`src/rtl/raid5_rmw_pkg.sv`:
```
package raid5_rmw_pkg;
  typedef enum logic [1:0] {
    ST_IDLE = 2'd0,
    ST_RD   = 2'd1,
    ST_WR   = 2'd2
  } eng_state_t;
endpackage

```
`src/rtl/raid5_layout.sv`:
```
module raid5_layout #(
  parameter int NDISK    = 5,
  parameter int STRIPE_W = 16,
  localparam int DSK_W   = $clog2(NDISK),
  localparam int SLOT_W  = (NDISK > 2) ? $clog2(NDISK - 1) : 1
) (
  input  logic [STRIPE_W-1:0] stripe,
  input  logic [SLOT_W-1:0]   slot,
  output logic [DSK_W-1:0]    par_disk,
  output logic [DSK_W-1:0]    data_disk
);
  logic [STRIPE_W-1:0] rem;
  logic [DSK_W-1:0]    slot_ext;

  always_comb begin
    rem       = stripe % STRIPE_W'(NDISK);
    par_disk  = DSK_W'(NDISK - 1) - DSK_W'(rem);
    slot_ext  = DSK_W'(slot);
    data_disk = (slot_ext < par_disk) ? slot_ext : slot_ext + DSK_W'(1);
  end
endmodule

```
`src/rtl/raid5_opplan.sv`:
```
module raid5_opplan #(
  parameter int NDISK  = 5,
  localparam int DSK_W = $clog2(NDISK)
) (
  input  logic              is_write,
  input  logic              deg_en,
  input  logic [DSK_W-1:0]  deg_disk,
  input  logic [DSK_W-1:0]  par_disk,
  input  logic [DSK_W-1:0]  data_disk,
  output logic [NDISK-1:0]  rd_mask,
  output logic [NDISK-1:0]  wr_mask
);
  localparam logic [NDISK-1:0] ALL = '1;
  logic [NDISK-1:0] oh_par, oh_dat;
  logic             lost_par, lost_dat;

  always_comb begin
    oh_par   = NDISK'(1) << par_disk;
    oh_dat   = NDISK'(1) << data_disk;
    lost_par = deg_en && (deg_disk == par_disk);
    lost_dat = deg_en && (deg_disk == data_disk);
    rd_mask  = '0;
    wr_mask  = '0;
    if (!is_write) begin
      rd_mask = lost_dat ? (ALL & ~oh_dat) : oh_dat;
    end else if (lost_par) begin
      wr_mask = oh_dat;
    end else if (lost_dat) begin
      rd_mask = ALL & ~oh_dat & ~oh_par;
      wr_mask = oh_par;
    end else begin
      rd_mask = oh_dat | oh_par;
      wr_mask = oh_dat | oh_par;
    end
  end
endmodule

```
`src/rtl/raid5_xorfold.sv`:
```
module raid5_xorfold #(
  parameter int NDISK  = 5,
  parameter int WORD_W = 32
) (
  input  logic [NDISK-1:0]        sel,
  input  logic [NDISK*WORD_W-1:0] words,
  output logic [WORD_W-1:0]       folded
);
  logic [WORD_W-1:0] chain [NDISK+1];
  assign chain[0] = '0;
  for (genvar i = 0; i < NDISK; i++) begin : g_fold
    assign chain[i+1] = chain[i] ^ (sel[i] ? words[i*WORD_W +: WORD_W] : '0);
  end
  assign folded = chain[NDISK];
endmodule

```
`src/rtl/raid5_rmw_engine.sv`:
```
module raid5_rmw_engine #(
  parameter int NDISK    = 5,
  parameter int WORD_W   = 32,
  parameter int STRIPE_W = 16,
  localparam int DSK_W   = $clog2(NDISK),
  localparam int SLOT_W  = (NDISK > 2) ? $clog2(NDISK - 1) : 1
) (
  input  logic                    clk,
  input  logic                    rst,
  input  logic                    cmd_valid,
  output logic                    cmd_ready,
  input  logic                    cmd_write,
  input  logic [STRIPE_W-1:0]     cmd_stripe,
  input  logic [SLOT_W-1:0]       cmd_slot,
  input  logic [WORD_W-1:0]       cmd_wdata,
  output logic                    cmd_done,
  output logic [WORD_W-1:0]       cmd_rdata,
  input  logic                    deg_en,
  input  logic [DSK_W-1:0]        deg_disk,
  output logic [NDISK-1:0]        disk_req,
  output logic                    disk_we,
  output logic [STRIPE_W-1:0]     disk_row,
  output logic [NDISK*WORD_W-1:0] disk_wdata,
  input  logic [NDISK-1:0]        disk_ack,
  input  logic [NDISK*WORD_W-1:0] disk_rdata
);
  import raid5_rmw_pkg::*;

  eng_state_t          state_q;
  logic [NDISK-1:0]    pend_q, wrmask_q;
  logic [WORD_W-1:0]   acc_q, data_q, rdout_q;
  logic [DSK_W-1:0]    par_q;
  logic [STRIPE_W-1:0] row_q;
  logic                done_q;

  logic [DSK_W-1:0]  map_par, map_dat;
  logic [NDISK-1:0]  plan_rd, plan_wr;
  logic [NDISK-1:0]  hit, left;
  logic [WORD_W-1:0] fold;

  raid5_layout #(.NDISK(NDISK), .STRIPE_W(STRIPE_W)) u_layout (
    .stripe(cmd_stripe), .slot(cmd_slot),
    .par_disk(map_par), .data_disk(map_dat)
  );

  raid5_opplan #(.NDISK(NDISK)) u_plan (
    .is_write(cmd_write), .deg_en(deg_en), .deg_disk(deg_disk),
    .par_disk(map_par), .data_disk(map_dat),
    .rd_mask(plan_rd), .wr_mask(plan_wr)
  );

  assign hit  = pend_q & disk_ack;
  assign left = pend_q & ~disk_ack;

  raid5_xorfold #(.NDISK(NDISK), .WORD_W(WORD_W)) u_fold (
    .sel(hit), .words(disk_rdata), .folded(fold)
  );

  always_ff @(posedge clk) begin
    if (rst) begin
      state_q  <= ST_IDLE;
      pend_q   <= '0;
      wrmask_q <= '0;
      acc_q    <= '0;
      data_q   <= '0;
      rdout_q  <= '0;
      par_q    <= '0;
      row_q    <= '0;
      done_q   <= 1'b0;
    end else begin
      done_q <= 1'b0;
      case (state_q)
        ST_IDLE: begin
          if (cmd_valid) begin
            row_q    <= cmd_stripe;
            data_q   <= cmd_wdata;
            par_q    <= map_par;
            wrmask_q <= plan_wr;
            acc_q    <= cmd_write ? cmd_wdata : '0;
            if (plan_rd != '0) begin
              pend_q  <= plan_rd;
              state_q <= ST_RD;
            end else begin
              pend_q  <= plan_wr;
              state_q <= ST_WR;
            end
          end
        end
        ST_RD: begin
          acc_q  <= acc_q ^ fold;
          pend_q <= left;
          if (left == '0) begin
            if (wrmask_q != '0) begin
              pend_q  <= wrmask_q;
              state_q <= ST_WR;
            end else begin
              rdout_q <= acc_q ^ fold;
              done_q  <= 1'b1;
              state_q <= ST_IDLE;
            end
          end
        end
        ST_WR: begin
          pend_q <= left;
          if (left == '0) begin
            done_q  <= 1'b1;
            state_q <= ST_IDLE;
          end
        end
        default: state_q <= ST_IDLE;
      endcase
    end
  end

  assign cmd_ready = (state_q == ST_IDLE);
  assign cmd_done  = done_q;
  assign cmd_rdata = rdout_q;
  assign disk_req  = pend_q;
  assign disk_we   = (state_q == ST_WR);
  assign disk_row  = row_q;

  for (genvar i = 0; i < NDISK; i++) begin : g_wd
    assign disk_wdata[i*WORD_W +: WORD_W] = (DSK_W'(i) == par_q) ? acc_q : data_q;
  end
endmodule

```
`config.mk`:
```
export PLATFORM = sky130hd
export DESIGN_NAME = raid5_rmw_engine
export DESIGN_NICKNAME = d
export VERILOG_FILES = /design/src/rtl/raid5_rmw_pkg.sv /design/src/rtl/raid5_layout.sv /design/src/rtl/raid5_opplan.sv /design/src/rtl/raid5_xorfold.sv /design/src/rtl/raid5_rmw_engine.sv
export SDC_FILE = /design/constraint.sdc
export NUM_CORES = 1
export LEC_CHECK = 0
export ABC_AREA = 1
export BUFFER_PORTS_ARGS = -buffer_cell sky130_fd_sc_hd__buf_2
export CORE_AREA = 2 2 170 172
export DETAILED_ROUTE_END_ITERATION = 16
export DIE_AREA = 0 0 172 174
export GPL_TIMING_DRIVEN = 0
export MAX_ROUTING_LAYER = met4
export PLACE_DENSITY = 0.71
export SYNTH_ARGS = -nofsm -noshare
export SYNTH_HDL_FRONTEND = slang
export SYNTH_SLANG_ARGS = --single-unit
```
`constraint.sdc`:
```
create_clock -name clk -period 18.29 [get_ports clk]
set_input_delay 1.829 -clock clk [delete_from_list [all_inputs] [get_ports clk]]
set_output_delay 1.829 -clock clk [all_outputs]
set_load 0.005 [all_outputs]
```
==> out/results.txt, run 1 <==
post-route ant nets -> 0
share of layout cells above drive strength 1 -> 24.49%
Post-Synthesis Cells -> 1835
setup TNS -> 0 ns
1st-pass router iterations -> 8
post-route design area -> 14390 um^2
Yosys reg bits -> 128
initial antenna violation count -> 3
Starting Density -> 39.33%
Top delay family on crit path -> simple AND/OR/NAND/NOR gates
CTS tree -> built
buffers and inverters on the worst path -> 12
Vias/cell -> 5.349
Worst R2R End -> acc_q[11]
first-pass GRT wire length -> 73.63 mm
total core area -> 28240 um^2
register area -> 2562 um^2
# fillers -> 3051
clock slew at reported path FFs -> 0.06 ns
final worst-path cycle share -> 56.12%
std cell rows -> 62
DIE AREA -> 29930 um^2
I/O pin total -> 439
Hold Crit Depth -> 2
Die Height -> 174 um
area of the multi-input gates -> 7382 um^2
CP max-delay cell -> or2_2
worst hold endpoint -> wrmask_q[2]
clk buf depth -> 2
Worst EP arrival -> 10.62 ns
CTS sink cnt -> 128
Post-Route WL -> 50.14 mm
RSZ-0062 raised after global routing -> no
Final Slew Violations -> 0
Critical Path RT -> 18.65 ns
maximum vdd drop -> 0.0003727 V
RR Startpoint -> state_q[1]
CP peak stage delay -> 0.28 ns
Total GRT Usage -> 33.07%
crit path kind -> input pin to flip-flop
detailed-route via count -> 14.39k
RePlAce Congestion -> 0.9879
Worst-Margin Slew -> 1.161 ns
Final HPWL DP -> 39.43 mm
Final setup viols -> 0
initial DRC count -> 1342
skew final -> 0.008188 ns
nets -> 2527
Reg2Reg Setup Slack -> 14.95 ns
max frequency -> 97.43 MHz
clock latency on the worst-skew pair -> 0.42 ns
IO buf count -> 436
vias in the first global route -> 13.17k
WL per Instance -> 18.64 um
register area share after synthesis -> 23.07%
critical path fanouts, max -> 10
status -> finished clean
total CTS buffers -> 17
Synth Cell Area -> 11110 um^2
Ys Warns -> 0
Pwr Density -> 224.1 nW/um^2
Post-DP Area -> 13770 um^2
HP Start -> wrmask_q[2]
Max-slew headroom -> 22.58%
Root Driver -> clkbuf_16
Leak -> 7.013 nW
Post-Syn Area per Cell -> 6.052 um^2
post-synth cell types -> 43
Post-CTS Resized -> 0
H-tree depth -> 4
gr ovfl total -> 0
R2R cell count -> 8
DRC Markers -> 0
class of the worst hold path -> flip-flop to flip-flop
startpoint type of the worst setup path -> input pin
final hold viol count -> 0
largest net degree at the start of global routing -> 17
Critical Path Sink Type -> flip-flop
post-layout util -> 50.96%
Syn-to-layout area delta -> 29.57%
Tmin final -> 10.26 ns
# hold bufs at CTS -> 0
max cap viols -> 0
Chip Width -> 172 um
CP dominant cell by count -> nand2_1
post-CTS setup buffers -> 0
Synth Net Count -> 2072
## logic make-up after synthesis
| group | after synthesis | share of synthesized area, % |
|---|---|---|
| AO/OA/AOI/OAI | 411 | 19.68 |
| XOR/XNOR | 163 | 12.85 |
| adder cells (fa/ha/maj) | 14 | 1.577 |
| buffers and inverters | 301 | 10.46 |
| flip-flops | 128 | 23.07 |
| AND/OR/NAND/NOR | 818 | 32.36 |
## worst max-delay path by stage
stage | startpoint | end | slack, ns | cells past startpoint
after floorplan | cmd_stripe[15] | disk_req[1] | 9.18 | 82
after detailed placement | cmd_stripe[14] | state_q[1] | 7.74 | 80
after global routing | cmd_stripe[15] | state_q[1] | 6.93 | 81
after CTS | cmd_stripe[14] | state_q[1] | 8.16 | 80
final | cmd_stripe[14] | state_q[1] | 8.03 | 78
after global placement | cmd_stripe[15] | state_q[1] | 8.05 | 81
## layout make-up
type                            count  area share [%]
Antenna cell                        3         0.05217
Timing Repair Buffer              436           15.16
Inverter                          202           5.269
Buffer                             99           2.800
Sequential cell                   128           17.81
Clock buffer                       21           3.200
Tap cell                          384           3.339
Clock inverter                     11           1.069
Multi-Input combinational cell   1406           51.30
## placed cells by master, fill, tap and decap left out, types with 3 or more instances in the layout
cell type / n
nand2_1: 484
buf_2: 437
o21ai_0: 288
inv_1: 180
nand3_1: 138
dfxtp_1: 128
nor2_1: 105
clkbuf_1: 92
xnor2_1: 83
xor2_1: 80
a21oi_1: 65
nand2_2: 39
a31oi_1: 36
nand4_1: 18
inv_2: 17
clkbuf_16: 17
nand3_2: 15
ha_1: 14
clkinv_1: 5
a21oi_2: 5
buf_6: 4
buf_1: 4
nor2_4: 4
diode_2: 3
o21ai_1: 3
bufinv_16: 3
inv_6: 3
## routing by layer
layer  up-vias  wire length, um  GRT usage [%]
met5         -                0              -
met3       145             4664          6.056
li1       6843                -              -
met4         0             2167          13.62
met1      6568            19870          40.03
met2       832            23430          53.92
## synth_stat cells
cell | n | area share, %
ha_1 | 14 | 1.6
nand2_1 | 484 | 16
dfxtp_1 | 128 | 23
xnor2_1 | 83 | 6.5
nor3_4 | 1 | 0.15
nand3b_1 | 1 | 0.068
or2_2 | 1 | 0.056
a211oi_1 | 1 | 0.068
a21oi_4 | 1 | 0.15
a21oi_2 | 5 | 0.39
buf_1 | 4 | 0.14
and2_1 | 1 | 0.056
nand4_4 | 1 | 0.19
o2111ai_1 | 2 | 0.16
a22o_1 | 1 | 0.079
nand2_4 | 2 | 0.20
nor2_4 | 4 | 0.41
inv_1 | 180 | 6.1
nand3_2 | 15 | 1.4
clkinv_1 | 5 | 0.17
a221o_1 | 1 | 0.090
nor2_2 | 2 | 0.11
nand3_1 | 138 | 6.2
a21boi_1 | 2 | 0.14
buf_6 | 4 | 0.41
nor4_1 | 2 | 0.11
nand2_2 | 39 | 2.2
o21a_1 | 2 | 0.14
nand4_1 | 18 | 1.0
xor2_1 | 80 | 6.3
nor3_1 | 2 | 0.090
clkbuf_1 | 90 | 3.0
nand4_2 | 2 | 0.23
o211ai_1 | 1 | 0.068
o21ai_1 | 3 | 0.14
a21oi_1 | 65 | 2.9
a31oi_1 | 36 | 2.0
o211ai_2 | 2 | 0.23
nor2_1 | 105 | 3.5
a31oi_2 | 1 | 0.11
inv_2 | 17 | 0.57
buf_2 | 1 | 0.045
o21ai_0 | 288 | 13
## per-stage QoR
step	cells	hold slack [ns]	setup WS, ns	total power [W]
after global placement	2655	0.4714	8.049	0.002780
after CTS	2687	0.4982	8.163	0.003193
after floorplan	1835	0.4504	9.182	0.002161
after detailed placement	2655	0.4882	7.736	0.002821
after global routing	2690	0.5351	6.928	0.003543
final	2690	0.4965	8.026	0.003225
## flip-flops by register name, summed over array words and instances (netlist names)
signal,flops
acc_q,32
cmd_done,1
cmd_rdata,32
data_q,32
disk_req,5
disk_row,16
par_q,3
state_q,2
wrmask_q,5
## power breakdown
part	leakage [nW]	internal [W]	switching (W)
registers	1.05	0.000355	0.0000728
clock network	0.295	0.000223	0.000139
logic	5.66	0.000799	0.00164
## worst min-delay path, stage by stage (launching register included)
cell,delay (ns)
dfxtp_1,0.32
inv_1,0.07
a211oi_1,0.06
No activity file was read; power rests on OpenSTA's default activity.
==> run 2, diff against run 1 <==
clock period = 10.5 ns   (was 18.29 ns; I/O delays follow)
==> out/results.txt, run 2 (synthesized netlist as in run 1, its figures left out) <==
Switch Pwr -> 0.003239 W (+75%)
Die Height -> 174 um (unchanged)
Syn-to-layout area delta -> 29.64% (about the same)
status -> finished clean
max frequency -> 106.4 MHz
Gate power share -> 75.6% (about the same)
RR Startpoint -> state_q[1]
clock slew at reported path FFs -> 0.06 ns (about the same)
hold_ws -> 0.4957 ns (-0.0008780 ns)
Leak -> 7.014 nW (about the same)
clock latency on the worst-skew pair -> 0.42 ns (about the same)
Post-Route WL -> 50.20 mm (+0.12%)
Vias/cell -> 5.365 (+0.31%)
CTS tree -> built
clk buf depth -> 2 (unchanged)
Final setup viols -> 0 (unchanged)
commonest non-fill, non-tap cell in the layout -> nand2_1
Int Pwr -> 0.002403 W (+74%)
Final HPWL DP -> 39.43 mm (unchanged)
RSZ-0062 raised after global routing -> no
Root Driver -> clkbuf_16
1st-pass router iterations -> 9 (+1)
skew final -> 0.008120 ns (-0.00006765 ns)
setup TNS -> 0 ns (unchanged)
CP peak stage delay -> 0.32 ns (+0.04 ns)
final worst-path cycle share -> 89.48%
post-route ant nets -> 0 (unchanged)
total CTS buffers -> 17 (unchanged)
Worst R2R End -> acc_q[11]
Sw Ratio -> 57.41% (+0.12 points)
vias in the first global route -> 13.17k (unchanged)
initial DRC count -> 1305 (-2.8%)
Top delay family on crit path -> simple AND/OR/NAND/NOR gates
R2R cell count -> 8 (unchanged)
Starting Density -> 39.33% (unchanged)
gr ovfl total -> 0 (unchanged)
IO buf count -> 436 (unchanged)
DRC Markers -> 0 (unchanged)
Max-slew headroom -> 25.66% (+3.1 points)
I/O pin total -> 439 (unchanged)
Reg2Reg Setup Slack -> 7.14 ns (-7.81 ns)
startpoint type of the worst setup path -> input pin
Flop pwr share -> 13.2% (about the same)
Total GRT Usage -> 33.07% (unchanged)
Chip Width -> 172 um (unchanged)
Worst-Margin Slew -> 1.115 ns (-0.04626 ns)
final hold viol count -> 0 (unchanged)
class of the worst hold path -> flip-flop to flip-flop
initial antenna violation count -> 3 (unchanged)
std cell rows -> 62 (unchanged)
nets -> 2527 (unchanged)
post-CTS setup buffers -> 0 (unchanged)
total core area -> 28240 um^2 (unchanged)
Critical Path RT -> 10.86 ns (-7.79 ns)
WL per Instance -> 18.66 um (+0.12%)
CP dominant cell by count -> nand2_1
DIE AREA -> 29930 um^2 (unchanged)
Critical Path Sink Type -> flip-flop
buffers and inverters on the worst path -> 11 (-1)
Final Slew Violations -> 0 (unchanged)
share of layout cells above drive strength 1 -> 24.58% (+0.087 points)
maximum vdd drop -> 0.0006584 V (+77%)
Pwr Density -> 391.9 nW/um^2 (+75%)
Worst EP arrival -> 9.75 ns (-0.87 ns)
share of total power in the clock network -> 11.2% (about the same)
most frequent cells in the layout -> nand2_1, buf_2, o21ai_0
H-tree depth -> 4 (unchanged)
worst hold endpoint -> wrmask_q[2]
CTS sink cnt -> 128 (unchanged)
crit path kind -> input pin to flip-flop
Hold Crit Depth -> 2 (unchanged)
Tmin final -> 9.395 ns
largest net degree at the start of global routing -> 17 (unchanged)
HP Start -> wrmask_q[2]
CP max-delay cell -> ha_1
RePlAce Congestion -> 0.9879 (unchanged)
max cap viols -> 0 (unchanged)
detailed-route via count -> 14.43k (+0.31%)
first-pass GRT wire length -> 73.63 mm (unchanged)
critical path fanouts, max -> 10 (unchanged)
run 2: metrics by stage:
step           utilization [%]  instances  power (W)  cell area [um^2]  setup slack, ns
2_1_floorplan                -       1835   0.003765             11110            2.171
4_1_cts                  50.93       2687   0.005562             14380            1.152
6_report                 50.99       2690   0.005642             14400            1.105
5_1_grt                  50.99       2690   0.006181             14400          0.01992
3_3_place_gp             48.76       2655   0.004843             13770            1.038
3_5_place_dp             48.76       2655   0.004914             13770           0.7252
run 2: routing by layer:
layer	track usage (%)	vias up	part of all wire, %
met3	6.056	139	9.0
met1	40.03	6622	40
met4	13.62	0	4.3
li1	-	6853	-
met2	53.92	818	47
met5	-	-	0
run 2: worst max path at each step:
stage                        start  depth (start not counted)           to  slack (ns)
floorplan           cmd_stripe[15]                         82  disk_req[1]        2.17
global placement    cmd_stripe[15]                         81   state_q[1]        1.04
detailed placement  cmd_stripe[14]                         80   state_q[1]        0.73
CTS                 cmd_stripe[14]                         80   state_q[1]        1.15
global route        cmd_stripe[15]                         80   state_q[1]        0.02
finish              cmd_stripe[14]                         76   state_q[1]        1.10
run 2: repair_timing:
| action | 4_1_cts | 5_1_grt |
|---|---|---|
| hold buffers | 0 | 0 |
| endpoints found under the hold margin | 0 | 0 |
| setup endpoints to repair | 0 | 6 |
| resized for setup | 0 | 2 |
run 2: tightest hold or removal path, cell delays in order (launching register included):
cell and delay [ns]:
dfxtp_1 0.32, inv_1 0.07, a211oi_1 0.06
run 2: power groups by stage:
stage                     sequential (W)  clock, W  combinational [W]
after CTS                       0.000739  0.000637            0.00419
final                           0.000745  0.000630            0.00427
after global placement          0.000744         0            0.00410
after global routing            0.000757  0.000657            0.00477
after floorplan                 0.000712         0            0.00305
after detailed placement        0.000749         0            0.00417
run 2: area by class of cell:
class | instances | area (um^2)
timing repair buffer | 436 | 2182
sequential | 128 | 2562
fill | 3049 | 13840
multi-input combinational | 1406 | 7390
inverter | 202 | 758.2
clock inverter | 11 | 153.9
tap | 384 | 480.5
clock buffer | 21 | 460.4
buffer | 99 | 402.9
antenna | 3 | 7.507
